--- src/rtl/wdt_pkg.sv ---
package wdt_pkg;
   // Byte layout of the control register (software visible)
   localparam int REG_W   = 8;
   localparam int STB_BIT = 7;
   localparam int WP_BIT  = 6;
   localparam int FLD_MAX = 6;   // widest timeout field the layout can carry

   typedef enum logic [1:0] {
      CNT_HOLD = 2'd0,
      CNT_DEC  = 2'd1,
      CNT_LOAD = 2'd2
   } cnt_op_e;
endpackage

--- src/rtl/wdt_ctrl_reg.sv ---
module wdt_ctrl_reg
   import wdt_pkg::*;
#(
   parameter int TMO_W     = 6,
   parameter int RESET_TMO = 10
) (
   input  logic             clk,
   input  logic             rst_n,
   input  logic             wr_en,
   input  logic [REG_W-1:0] wr_data,
   output logic [TMO_W-1:0] tmo,
   output logic [TMO_W-1:0] load_val,
   output logic             strobe,
   output logic             tmo_wr,
   output logic [REG_W-1:0] rd_data
);
   logic wp_q;
   logic field_ok;

   assign field_ok = !wr_data[WP_BIT];
   assign strobe   = wr_en && wr_data[STB_BIT];
   assign tmo_wr   = wr_en && field_ok && !wr_data[STB_BIT];
   assign load_val = field_ok ? wr_data[TMO_W-1:0] : tmo;

   always_ff @(posedge clk or negedge rst_n) begin
      if (!rst_n) begin
         tmo  <= TMO_W'(RESET_TMO);
         wp_q <= 1'b0;
      end else if (wr_en) begin
         wp_q <= wr_data[WP_BIT];
         if (field_ok) tmo <= wr_data[TMO_W-1:0];
      end
   end

   always_comb begin
      rd_data              = '0;
      rd_data[WP_BIT]      = wp_q;
      rd_data[TMO_W-1:0]   = tmo;
   end
endmodule

--- src/rtl/wdt_down_cnt.sv ---
module wdt_down_cnt
   import wdt_pkg::*;
#(
   parameter int TMO_W     = 6,
   parameter int RESET_TMO = 10
) (
   input  logic             clk,
   input  logic             rst_n,
   input  logic             step,
   input  logic             strobe,
   input  logic [TMO_W-1:0] load_val,
   input  logic             tmo_wr,
   input  logic [TMO_W-1:0] tmo,
   output logic [TMO_W-1:0] cnt,
   output logic             pend,
   output logic             expire
);
   localparam logic [TMO_W-1:0] ONE = TMO_W'(1);

   cnt_op_e op;

   always_comb begin
      op = CNT_HOLD;
      if (step) begin
         if (pend)             op = CNT_LOAD;
         else if (cnt != '0)   op = CNT_DEC;
      end
   end

   assign expire = !strobe && (op == CNT_DEC) && (cnt == ONE) && (tmo != '0);

   always_ff @(posedge clk or negedge rst_n) begin
      if (!rst_n) begin
         cnt  <= TMO_W'(RESET_TMO);
         pend <= 1'b0;
      end else if (strobe) begin
         cnt  <= load_val;
         pend <= 1'b0;
      end else begin
         unique case (op)
            CNT_LOAD: begin
               cnt  <= tmo;
               pend <= tmo_wr;
            end
            CNT_DEC: begin
               cnt  <= cnt - ONE;
               pend <= pend | tmo_wr;
            end
            default: pend <= pend | tmo_wr;
         endcase
      end
   end
endmodule

--- src/rtl/wdt_flag_irq.sv ---
module wdt_flag_irq #(
   parameter bit IRQ_REGISTERED = 1'b0
) (
   input  logic clk,
   input  logic rst_n,
   input  logic set,
   input  logic clr,
   input  logic irq_en,
   output logic flag,
   output logic irq
);
   always_ff @(posedge clk or negedge rst_n) begin
      if (!rst_n)   flag <= 1'b0;
      else if (set) flag <= 1'b1;
      else if (clr) flag <= 1'b0;
   end

   generate
      if (IRQ_REGISTERED) begin : g_irq_ff
         logic irq_q;
         always_ff @(posedge clk or negedge rst_n) begin
            if (!rst_n) irq_q <= 1'b0;
            else        irq_q <= flag && irq_en;
         end
         assign irq = irq_q;
      end else begin : g_irq_comb
         assign irq = flag && irq_en;
      end
   endgenerate
endmodule

--- src/rtl/wdt_timer.sv ---
module wdt_timer
   import wdt_pkg::*;
#(
   parameter int TMO_W          = 6,
   parameter int RESET_TMO      = 10,
   parameter bit IRQ_REGISTERED = 1'b0
) (
   input  logic             clk,
   input  logic             rst_n,
   input  logic             tick,
   input  logic             osc_run,
   input  logic             wr_en,
   input  logic [REG_W-1:0] wr_data,
   output logic [REG_W-1:0] rd_data,
   input  logic             flags_rd,
   input  logic             irq_en,
   output logic             wdt_flag,
   output logic             irq_req
);
   localparam int TMO_MAX = (1 << TMO_W) - 1;

   generate
      if (TMO_W < 1 || TMO_W > FLD_MAX) begin : g_bad_width
         $error("wdt_timer: TMO_W must lie in 1..%0d", FLD_MAX);
      end
      if (RESET_TMO < 0 || RESET_TMO > TMO_MAX) begin : g_bad_reset
         $error("wdt_timer: RESET_TMO must fit in TMO_W bits");
      end
   endgenerate

   logic [TMO_W-1:0] tmo;
   logic [TMO_W-1:0] load_val;
   logic [TMO_W-1:0] cnt;
   logic             strobe;
   logic             tmo_wr;
   logic             pend;
   logic             expire;
   logic             step;

   assign step = tick && osc_run;

   wdt_ctrl_reg #(.TMO_W(TMO_W), .RESET_TMO(RESET_TMO)) u_reg (
      .clk(clk), .rst_n(rst_n), .wr_en(wr_en), .wr_data(wr_data),
      .tmo(tmo), .load_val(load_val), .strobe(strobe), .tmo_wr(tmo_wr),
      .rd_data(rd_data)
   );

   wdt_down_cnt #(.TMO_W(TMO_W), .RESET_TMO(RESET_TMO)) u_cnt (
      .clk(clk), .rst_n(rst_n), .step(step), .strobe(strobe),
      .load_val(load_val), .tmo_wr(tmo_wr), .tmo(tmo),
      .cnt(cnt), .pend(pend), .expire(expire)
   );

   wdt_flag_irq #(.IRQ_REGISTERED(IRQ_REGISTERED)) u_flag (
      .clk(clk), .rst_n(rst_n), .set(expire), .clr(flags_rd),
      .irq_en(irq_en), .flag(wdt_flag), .irq(irq_req)
   );
endmodule

--- config.mk ---
export PLATFORM = sky130hd
export DESIGN_NAME = wdt_timer
export DESIGN_NICKNAME = d
export VERILOG_FILES = /design/src/rtl/wdt_pkg.sv /design/src/rtl/wdt_ctrl_reg.sv /design/src/rtl/wdt_down_cnt.sv /design/src/rtl/wdt_flag_irq.sv /design/src/rtl/wdt_timer.sv
export SDC_FILE = /design/constraint.sdc
export NUM_CORES = 1
export LEC_CHECK = 0
export ABC_CLOCK_PERIOD_IN_PS = 3200
export BUFFER_PORTS_ARGS = -buffer_cell sky130_fd_sc_hd__buf_4
export CAP_MARGIN = 20
export CORE_UTILIZATION = 55
export CTS_CLUSTER_SIZE = 20
export DETAILED_ROUTE_END_ITERATION = 8
export PLACE_DENSITY = 0.91
export REMOVE_ABC_BUFFERS = 1
export SLEW_MARGIN = 30
export SYNTH_ARGS = -nofsm -noshare
export SYNTH_HDL_FRONTEND = slang
export SYNTH_SLANG_ARGS = --single-unit
--- constraint.sdc ---
create_clock -name clk -period 3.2 [get_ports clk]
set_input_delay 0.16 -clock clk [delete_from_list [all_inputs] [get_ports clk]]
set_output_delay 0.16 -clock clk [all_outputs]
set_load 0.01 [all_outputs]
==> results of run 1 <==
[how the worst max path moves through the flow]
stage,depth (start not counted),end,slack (ps)
2_1_floorplan,8,u_cnt.cnt[2],1170
3_3_place_gp,8,u_cnt.cnt[2],1090
3_5_place_dp,8,u_cnt.cnt[2],970
4_1_cts,8,u_cnt.cnt[2],950
5_1_grt,7,u_cnt.cnt[5],800
6_report,8,u_cnt.cnt[2],940
[metal layers]
layer  global-route usage  part of all wire  up-vias
met5                    0                 0        -
met4               0.0909            0.0055        0
met3               0.0367             0.061        2
met2                0.391              0.49       34
met1                0.311              0.44      370
li1                     -                 -      397
[layout by cell type, fill, tap and decap left out]
cell	netlist	routed
nor2b_1	3	3
a211o_1	1	1
nor2_1	6	6
a22oi_1	1	1
a21boi_0	1	1
clkbuf_4	0	3
and2_1	1	1
nor3_1	1	1
nor3_2	2	2
a31oi_1	1	1
a21oi_1	9	9
ha_1	5	5
mux2i_1	3	3
xnor2_1	2	2
o21ai_0	3	3
clkbuf_1	2	1
conb_1	1	1
buf_4	2	23
nor4_1	1	1
nand2b_1	4	4
or4_4	1	1
a211oi_1	4	4
dfstp_2	4	4
o22ai_1	1	1
dfrtp_1	11	11
a21o_1	2	2
nand2_1	3	3
nand3_1	4	4
nor3b_2	1	1
o221ai_2	1	1
mux2_2	8	8
nand4_1	1	1
o21a_1	1	1
inv_1	5	5
and3_1	1	1
dlygate4sd3_1	0	1
[flip-flops by register name, indices dropped and copies added (netlist names)]
register     count
u_cnt.cnt        6
u_reg.tmo        6
u_cnt.pend       1
u_flag.flag      1
u_reg.wp_q       1
[cells by family (layout without fill, tap and decap cells)]
family,Yosys count,count (layout),share of synthesized area
muxes,11,11,0.123
xor gates and xnor gates,2,2,0.0180
buffers and inverters,12,33,0.0577
and+or+nand+nor,29,29,0.176
adders and majority gates,5,5,0.0641
DFF,15,15,0.390
AOI/OAI and AO/OA,25,25,0.168
other,1,1,0.00384
[report_power, final]
part,total (mW),switching (mW),internal [mW]
combinational,0.181,0.0842,0.0970
sequential,0.280,0.0486,0.231
clock,0.107,0.0585,0.0484
total,0.568,0.191,0.377
[cell type report]
type                    count  area, um^2
repair buffers             24         183
well taps                  16        20.0
flip-flops and latches     15         380
inverters                   5        18.8
clock buffers               4        26.3
multi-input cells          73         539
fillers                   115         409
[repair_timing]
action,4_1_cts,5_1_grt
hold buffers,1,0
endpoints found under the hold margin,15,0
endpoints found under the setup margin,0,0
[metrics by stage]
step	area [um^2]	setup WS [ps]	utilization	hold slack, ps	power [mW]
2_1_floorplan	938	1170	-	-136	0.390
3_3_place_gp	1130	1090	0.717	26.9	0.453
3_5_place_dp	1130	975	0.717	25.3	0.461
4_1_cts	1170	952	0.740	60.5	0.571
5_1_grt	1170	797	0.740	65.8	0.604
6_report	1170	942	0.740	63.7	0.568
[synth_stat cells, drive strengths merged (2+ instances only)]
cell and n:
nor2 6, mux2 8, mux2i 3, a21o 2, nor2b 3, inv 5, o21ai 3, a21oi 9
nand2 3, clkbuf 2, dfrtp 11, ha 5, nand3 4, nor3 3, xnor2 2, a211oi 4
nand2b 4, buf 5, dfstp 4
==> flow_summary.json, run 1 <==
{
  "dr.pass1.iters": 6,
  "worstSetupPathType": "reg2reg",
  "required_ps": 3340,
  "maxSlewViolCount": 0,
  "hold_end": "u_flag.flag",
  "status": "finished with violations",
  "rsz0062_at_grt": "false",
  "grt_max_degree": 16,
  "area_delta_synth_final_pct": 19.6,
  "async_flop_share": 1.00,
  "postCtsSetupBuffers": 0,
  "fin_crit_sh": 0.706,
  "r2r_cells": 8,
  "die_area_um2": 1950,
  "first_iter_violations": 20,
  "port_buffers": 23,
  "antenna_found_initial": 0,
  "synth_edf_count": 0,
  "clock-sinks": 15,
  "whs_path_depth": 2,
  "ys_types": 35,
  "post_cts_resized": 0,
  "critPathMaxFanout": 11,
  "syn_avg_cell_area_um2": 9.76,
  "peakVddDrop_mv": 0.308,
  "routed_wirelength_um": 1990,
  "wl_per_cell_um": 14.5,
  "synth_top_area_cell": "dfrtp_1",
  "num_vias": 803,
  "fin_crit_ps": 2260,
  "min_from": "flags_rd",
  "clk_pin_slew_ps": 90,
  "io_pins": 25,
  "htree_num_levels": 1,
  "r2r_start": "u_cnt.cnt[1]",
  "cp_num_buf_inv": 1,
  "crit_start": "u_cnt.cnt[1]",
  "power.leakage_nw": 0.543,
  "initial_core_util": 0.619,
  "ys_ff_latch": 15,
  "layoutNonFillerInstCount": 137,
  "hp-class": "in2reg",
  "final-setup-viol-count": 0,
  "cts-root-buf": "clkbuf_4",
  "synth_cells": 100,
  "cpMaxStageDelayCell": "dfstp_2",
  "numCtsBuffers": 3,
  "dieWidth_um": 44.1,
  "overflow": 0,
  "r2r_slack_ps": 940,
  "gp_congestion": 0.843,
  "netlist_area_um2": 976,
  "max_freq_ghz": 0.443,
  "crit_family": "adder cells",
  "crit_top_cell": "ha_1",
  "synth_top_area_frac": 0.282,
  "rr_endpoint": "u_cnt.cnt[2]",
  "antenna_cells": 0,
  "cp-end-kind": "register",
  "std_cell_rows": 14,
  "final_nets": 142,
  "cts_tree": "done",
  "crit_arrival_ps": 2400,
  "postRouteAntennaNets": 0,
  "cp_slowest_stage_delay_ps": 580,
  "cap_violations": 0,
  "path_cells": "inv_1, ha_1, a211o_1, ha_1, nor2_1, mux2_2, nand2_1, a31oi_1",
  "ys_seq_area_frac": 0.390,
  "drive_above_1_share": 0.355,
  "cp-start-kind": "register",
  "synthFlopType": "dfrtp_1",
  "grt_pass1_wl_um": 3370,
  "core_um2": 1580,
  "hold_viol": 0,
  "die_h_um": 44.1,
  "clockBufferDepth": 2,
  "drc_errors": 2,
  "grt_use_total": 0.236,
  "vias_per_cell": 5.86,
  "hpwl_um": 1450,
  "violations": "design-rule violations",
  "skew_ps": 4.12,
  "yosysWarnings": 0,
  "setup-tns-final_ps": 0,
  "dp_cells": 132,
  "power_density_nw_per_um2": 486,
  "insertion_delay_ps": 280,
  "grt_pass1_vias": 788,
  "synthTopCellsByArea": "dfrtp_1 (28%), dfstp_2 (11%), mux2_2 (9.2%), ha_1 (6.4%), a21oi_1 (4.6%)"
}
Note: power is estimated with default switching activity, not from simulation.
==> inputs of run 2 (changes only) <==
--- a/config.mk
+++ b/config.mk
@@ -5,13 +5,14 @@
 export SDC_FILE = /design/constraint.sdc
 export NUM_CORES = 1
 export LEC_CHECK = 0
-export ABC_CLOCK_PERIOD_IN_PS = 3200
+export ABC_AREA = 1
+export ABC_CLOCK_PERIOD_IN_PS = 2400
 export BUFFER_PORTS_ARGS = -buffer_cell sky130_fd_sc_hd__buf_4
 export CAP_MARGIN = 20
-export CORE_UTILIZATION = 55
+export CORE_UTILIZATION = 52
 export CTS_CLUSTER_SIZE = 20
 export DETAILED_ROUTE_END_ITERATION = 8
-export PLACE_DENSITY = 0.91
+export PLACE_DENSITY = 0.87
 export REMOVE_ABC_BUFFERS = 1
 export SLEW_MARGIN = 30
 export SYNTH_ARGS = -nofsm -noshare
==> constraint.sdc (replaced) <==
create_clock -name clk -period 2.4 [get_ports clk]
set_input_delay 0.12 -clock clk [delete_from_list [all_inputs] [get_ports clk]]
set_output_delay 0.12 -clock clk [all_outputs]
set_load 0.01 [all_outputs]
==> flow_summary.json, run 2 <==
{
  "placed_area_um2": 1190,
  "wl_per_cell_um": 12.0,
  "p_total_mw": 0.763,
  "skew_ps": 8.04,
  "grt_pass1_vias": 849,
  "power.leakage_nw": 0.616,
  "layoutNonFillerInstCount": 182,
  "insertion_delay_ps": 290,
  "htree_num_levels": 1,
  "port_buffers": 23,
  "postRouteAntennaNets": 0,
  "rsz0062_at_grt": "false",
  "synth_edf_count": 0,
  "syn_avg_cell_area_um2": 7.64,
  "drc_errors": 0,
  "cp-end-kind": "register",
  "antenna_found_initial": 0,
  "fin_crit_sh": 0.823,
  "drive_above_1_share": 0.280,
  "grt_max_degree": 16,
  "pwr-share-clk": 0.191,
  "worst_slack_ps": 424,
  "async_flop_share": 1.00,
  "hold_ws_ps": 18.7,
  "hpwl_um": 1730,
  "path_cells": "inv_1, ha_1, nand3_1, nand4_1, inv_1, ha_1, inv_2, a21oi_1, o21ai_0, nand3_1, o21ai_0",
  "critPathMaxFanout": 8,
  "die_h_um": 46.4,
  "synth_top_area_cell": "dfrtp_1",
  "setup-tns-final_ps": 0,
  "required_ps": 2570,
  "fin_crit_ps": 1980,
  "worstMarginPinSlew_ps": 601,
  "numCtsBuffers": 3,
  "post_cts_resized": 0,
  "clockBufferDepth": 2,
  "yosysWarnings": 0,
  "netlist_area_um2": 1020,
  "synth.most_common_cell": "inv_1",
  "overflow": 0,
  "ys_seq_area_frac": 0.372,
  "seq_power_share": 0.460,
  "power_density_nw_per_um2": 621,
  "initial_core_util": 0.574,
  "crit_arrival_ps": 2150,
  "worstSetupPathType": "reg2reg",
  "final_cell_mix": "buf_4 (23), inv_1 (19), nand2_1 (17)",
  "synthTopCellsByCount": "inv_1 (19), nand2_1 (17), nor2_1 (14)",
  "synth_top_area_frac": 0.269,
  "io_pins": 25,
  "clk_pin_slew_ps": 90,
  "intPower_mw": 0.479,
  "first_iter_violations": 17,
  "synth_cells": 134,
  "core_um2": 1780,
  "cts_hold_buf": 1,
  "cts-root-buf": "clkbuf_4",
  "grt_pass1_wl_um": 3520,
  "final-setup-viol-count": 0,
  "ys_ff_latch": 15,
  "vias_per_cell": 5.22,
  "dieWidth_um": 46.4,
  "final_nets": 178,
  "p_sw_frac": 0.373,
  "clock-sinks": 15,
  "std_cell_rows": 15,
  "dp_cells": 177,
  "die_area_um2": 2150,
  "peakVddDrop_mv": 0.424,
  "maxSlewViolCount": 0,
  "gp_congestion": 0.826,
  "grt_use_total": 0.243,
  "num_vias": 950,
  "hold_viol": 0,
  "cap_violations": 0,
  "final_util": 0.689,
  "status": "finished, final reports clean",
  "largestRegisters": "u_cnt.cnt: 6 flops, u_reg.tmo: 6 flops",
  "ys_types": 29,
  "antenna_cells": 0,
  "routed_wirelength_um": 2180,
  "synthTopCellsByArea": "dfrtp_1 (27%), dfstp_2 (10%), inv_1 (7.0%), nand2_1 (6.2%), ha_1 (6.1%)",
  "max_freq_ghz": 0.506,
  "dp_slack_ps": 450,
  "area_delta_synth_final_pct": 20.0,
  "final_common_cell": "buf_4",
  "slew_headroom": 0.598,
  "p_comb_frac": 0.349,
  "cts_tree": "done",
  "postCtsSetupBuffers": 0,
  "cp_slowest_stage_delay_ps": 540,
  "power_switching_mw": 0.284,
  "postLayoutCellArea_um2": 1230,
  "synthFlopType": "dfrtp_1",
  "cpMaxStageDelayCell": "dfstp_2",
  "hp-class": "in2reg",
  "cp-start-kind": "register",
  "dr.pass1.iters": 6
}
run 2: worst paths after layout:
check                              from            to  slack [ps]  cells after the start
setup / recovery           u_cnt.cnt[1]  u_cnt.cnt[0]         420                     11
hold / removal                 flags_rd   u_flag.flag          20                      2
setup reg to reg           u_cnt.cnt[1]  u_cnt.cnt[0]         420                     11
hold reg to reg            u_cnt.cnt[3]  u_cnt.cnt[3]         540                      2
max in group asynchronous         rst_n  u_reg.tmo[1]        1940                      2
min in group asynchronous         rst_n  u_reg.tmo[4]         210                      2
run 2: cell type report:
cell class,instances,area (um^2)
Clock buffer,3,22.5
Clock inverter,1,5.00
Fill cell,154,554
Inverter,22,90.1
Multi-Input combinational cell,92,517
Sequential cell,15,380
Tap cell,25,31.3
Timing Repair Buffer,24,183
run 2: logic make-up after synthesis:
| group | Yosys count | share of synthesized area |
|---|---|---|
| buffers and inverters | 27 | 0.123 |
| adder cells (fa/ha/maj) | 5 | 0.0611 |
| AND/OR/NAND/NOR | 50 | 0.235 |
| XOR/XNOR | 1 | 0.00856 |
| other | 1 | 0.00366 |
| flip-flops | 15 | 0.372 |
| AO/OA/AOI/OAI | 35 | 0.197 |
run 2: power groups by stage:
| stage | Combinational (mW) | Sequential [mW] | Clock [mW] |
|---|---|---|---|
| floorplan | 0.173 | 0.351 | 0 |
| global placement | 0.260 | 0.353 | 0 |
| detailed placement | 0.266 | 0.356 | 0 |
| CTS | 0.268 | 0.351 | 0.150 |
| global route | 0.302 | 0.357 | 0.163 |
| finish | 0.267 | 0.351 | 0.146 |
run 2: layer usage:
layer  wire length [um]  GRT usage  share of wire  up-vias
li1                   -          -              -      477
met2               1100      0.386           0.50       34
met3                115     0.0588          0.053        4
met5                  0          0              0        -
met1                919      0.299           0.42      435
met4                 45      0.135          0.021        0
run 2: critical path, delay by kind of cell, from the launching register on:
family | cells | cell delay, ps
simple gates | 3 | 230
flops | 1 | 540
compound gates | 3 | 310
fa+ha+maj | 2 | 500
buf+inv | 3 | 270
==> inputs of run 3 (changes only) <==
--- a/config.mk
+++ b/config.mk
@@ -6,7 +6,7 @@
 export NUM_CORES = 1
 export LEC_CHECK = 0
 export ABC_AREA = 1
-export ABC_CLOCK_PERIOD_IN_PS = 2400
+export ABC_CLOCK_PERIOD_IN_PS = 1900
 export BUFFER_PORTS_ARGS = -buffer_cell sky130_fd_sc_hd__buf_4
 export CAP_MARGIN = 20
 export CORE_UTILIZATION = 52
==> constraint.sdc (replaced) <==
create_clock -name clk -period 1.9 [get_ports clk]
set_input_delay 0.095 -clock clk [delete_from_list [all_inputs] [get_ports clk]]
set_output_delay 0.095 -clock clk [all_outputs]
set_load 0.01 [all_outputs]
==> flow_summary.json, run 3 (synthesized netlist as in run 2, its figures left out) <==
{
  "io_pins": 25,
  "power_density_nw_per_um2": 793,
  "final_common_cell": "buf_4",
  "required_ps": 2140,
  "hpwl_um": 1790,
  "grt_max_degree": 16,
  "clockBufferDepth": 2,
  "grt_pass1_wl_um": 3620,
  "fin_crit_ps": 1780,
  "postRouteAntennaNets": 0,
  "peakVddDrop_mv": 0.590,
  "postLayoutCellArea_um2": 1300,
  "worstSetupPathType": "reg2reg",
  "overflow": 0,
  "first_iter_violations": 55,
  "std_cell_rows": 15,
  "final-setup-viol-count": 0,
  "placed_area_um2": 1210,
  "met2WireLength_um": 1170,
  "die_area_um2": 2150,
  "fin_crit_sh": 0.939,
  "drive_above_1_share": 0.337,
  "skew_ps": 7.78,
  "wl_per_cell_um": 12.5,
  "worstMarginPinSlew_ps": 641,
  "dr.pass1.iters": 4,
  "final_cell_mix": "buf_4 (28), nand2_1 (17), inv_1 (16)",
  "fillers": 131,
  "core_um2": 1780,
  "clock-sinks": 15,
  "antenna_cells": 0,
  "dp_cells": 180,
  "antenna_found_initial": 0,
  "largestRegisters": "u_cnt.cnt: 6 flops, u_reg.tmo: 6 flops",
  "initial_core_util": 0.574,
  "num_vias": 1015,
  "area_delta_synth_final_pct": 26.7,
  "cap_violations": 0,
  "grt_pass1_vias": 896,
  "grt_use_total": 0.243,
  "numCtsBuffers": 3,
  "cts-root-buf": "clkbuf_4",
  "slew_headroom": 0.571,
  "final_nets": 184,
  "hold_viol": 0,
  "wl_met1_um": 1020,
  "insertion_delay_ps": 290,
  "final_util": 0.727,
  "cp-start-kind": "register",
  "power.leakage_nw": 0.640,
  "dieWidth_um": 46.4,
  "critPathMaxFanout": 8,
  "htree_num_levels": 1,
  "layoutNonFillerInstCount": 188,
  "status": "finished, final reports clean",
  "routed_wirelength_um": 2360,
  "drc_errors": 0,
  "die_h_um": 46.4,
  "p_total_mw": 1.03,
  "gp_congestion": 0.934,
  "hp-class": "in2reg",
  "cp-end-kind": "register",
  "clk_pin_slew_ps": 100,
  "port_buffers": 23,
  "route.met3.wl_um": 126,
  "vias_per_cell": 5.40,
  "max_freq_ghz": 0.560,
  "cts_tree": "done",
  "maxSlewViolCount": 0,
  "crit_arrival_ps": 2020,
  "top_layer": "met4"
}
-- run 3: changes by cell type in the layout (fill, tap and decap cells not counted), moves of 2 or more --
cell     change
inv_2        +3
inv_1        -3
buf_4        +5
ha_1         -2
o21ai_1      +3
o21ai_0      -3
-- run 3: final cells by class --
cell class                 count  area [um^2]  area share
clock inverter                 1         5.00     0.00386
clock buffer                   3         22.5      0.0174
multi-input combinational     92          537       0.414
tap                           25         31.3      0.0241
inverter                      22         90.1      0.0695
timing repair buffer          30          230       0.178
sequential                    15          380       0.293
-- run 3: what timing repair did --
item,CTS,global route
pin swaps,1,2
hold buffers,2,0
hold endpoints to repair,16,0
gates resized for setup,0,10
buffers inserted,0,2
setup endpoints to repair,1,6
-- run 3: metal layers --
metal  up-vias  global-route usage
li1        495                   -
met1       463               0.286
met2        52               0.414
met3         5              0.0549
met4         0               0.112
met5         -                   0
-- run 3: path summary, 6_finish.rpt --
path                         startpoint      endpoint  slack [ps]  depth (start not counted)
setup / recovery           u_cnt.cnt[1]  u_cnt.cnt[4]         120                         11
hold / removal               wr_data[1]  u_reg.tmo[1]          20                          3
setup reg to reg           u_cnt.cnt[1]  u_cnt.cnt[4]         120                         11
hold reg to reg            u_cnt.cnt[1]  u_cnt.cnt[1]         510                          2
max in group asynchronous         rst_n  u_reg.tmo[3]        1460                          2
min in group asynchronous         rst_n    u_cnt.pend         190                          2
-- run 3: where the power goes --
part           switching (mW)  internal (mW)
logic                   0.226          0.169
registers              0.0574          0.387
clock network           0.110         0.0784
-- run 3: metrics by stage --
step                      TNS [ps]  hold WS (ps)  setup WS (ps)
after floorplan                  0          -201            126
after global placement           0         -39.2           77.8
after detailed placement         0         -39.9           6.28
after CTS                        0          31.1           7.93
after global routing         -2.42          36.3          -2.42
final                            0          24.7            115
-- run 3: worst max-delay path, cell delays in order (launching register included) --
cell     delay [ps]
dfstp_2         560
inv_2            50
ha_2            160
nand3_2          60
nand4_1         120
ha_1            320
inv_2            60
nor2_8          110
inv_4            60
o21ai_2         120
inv_1            50
nand2_1          60
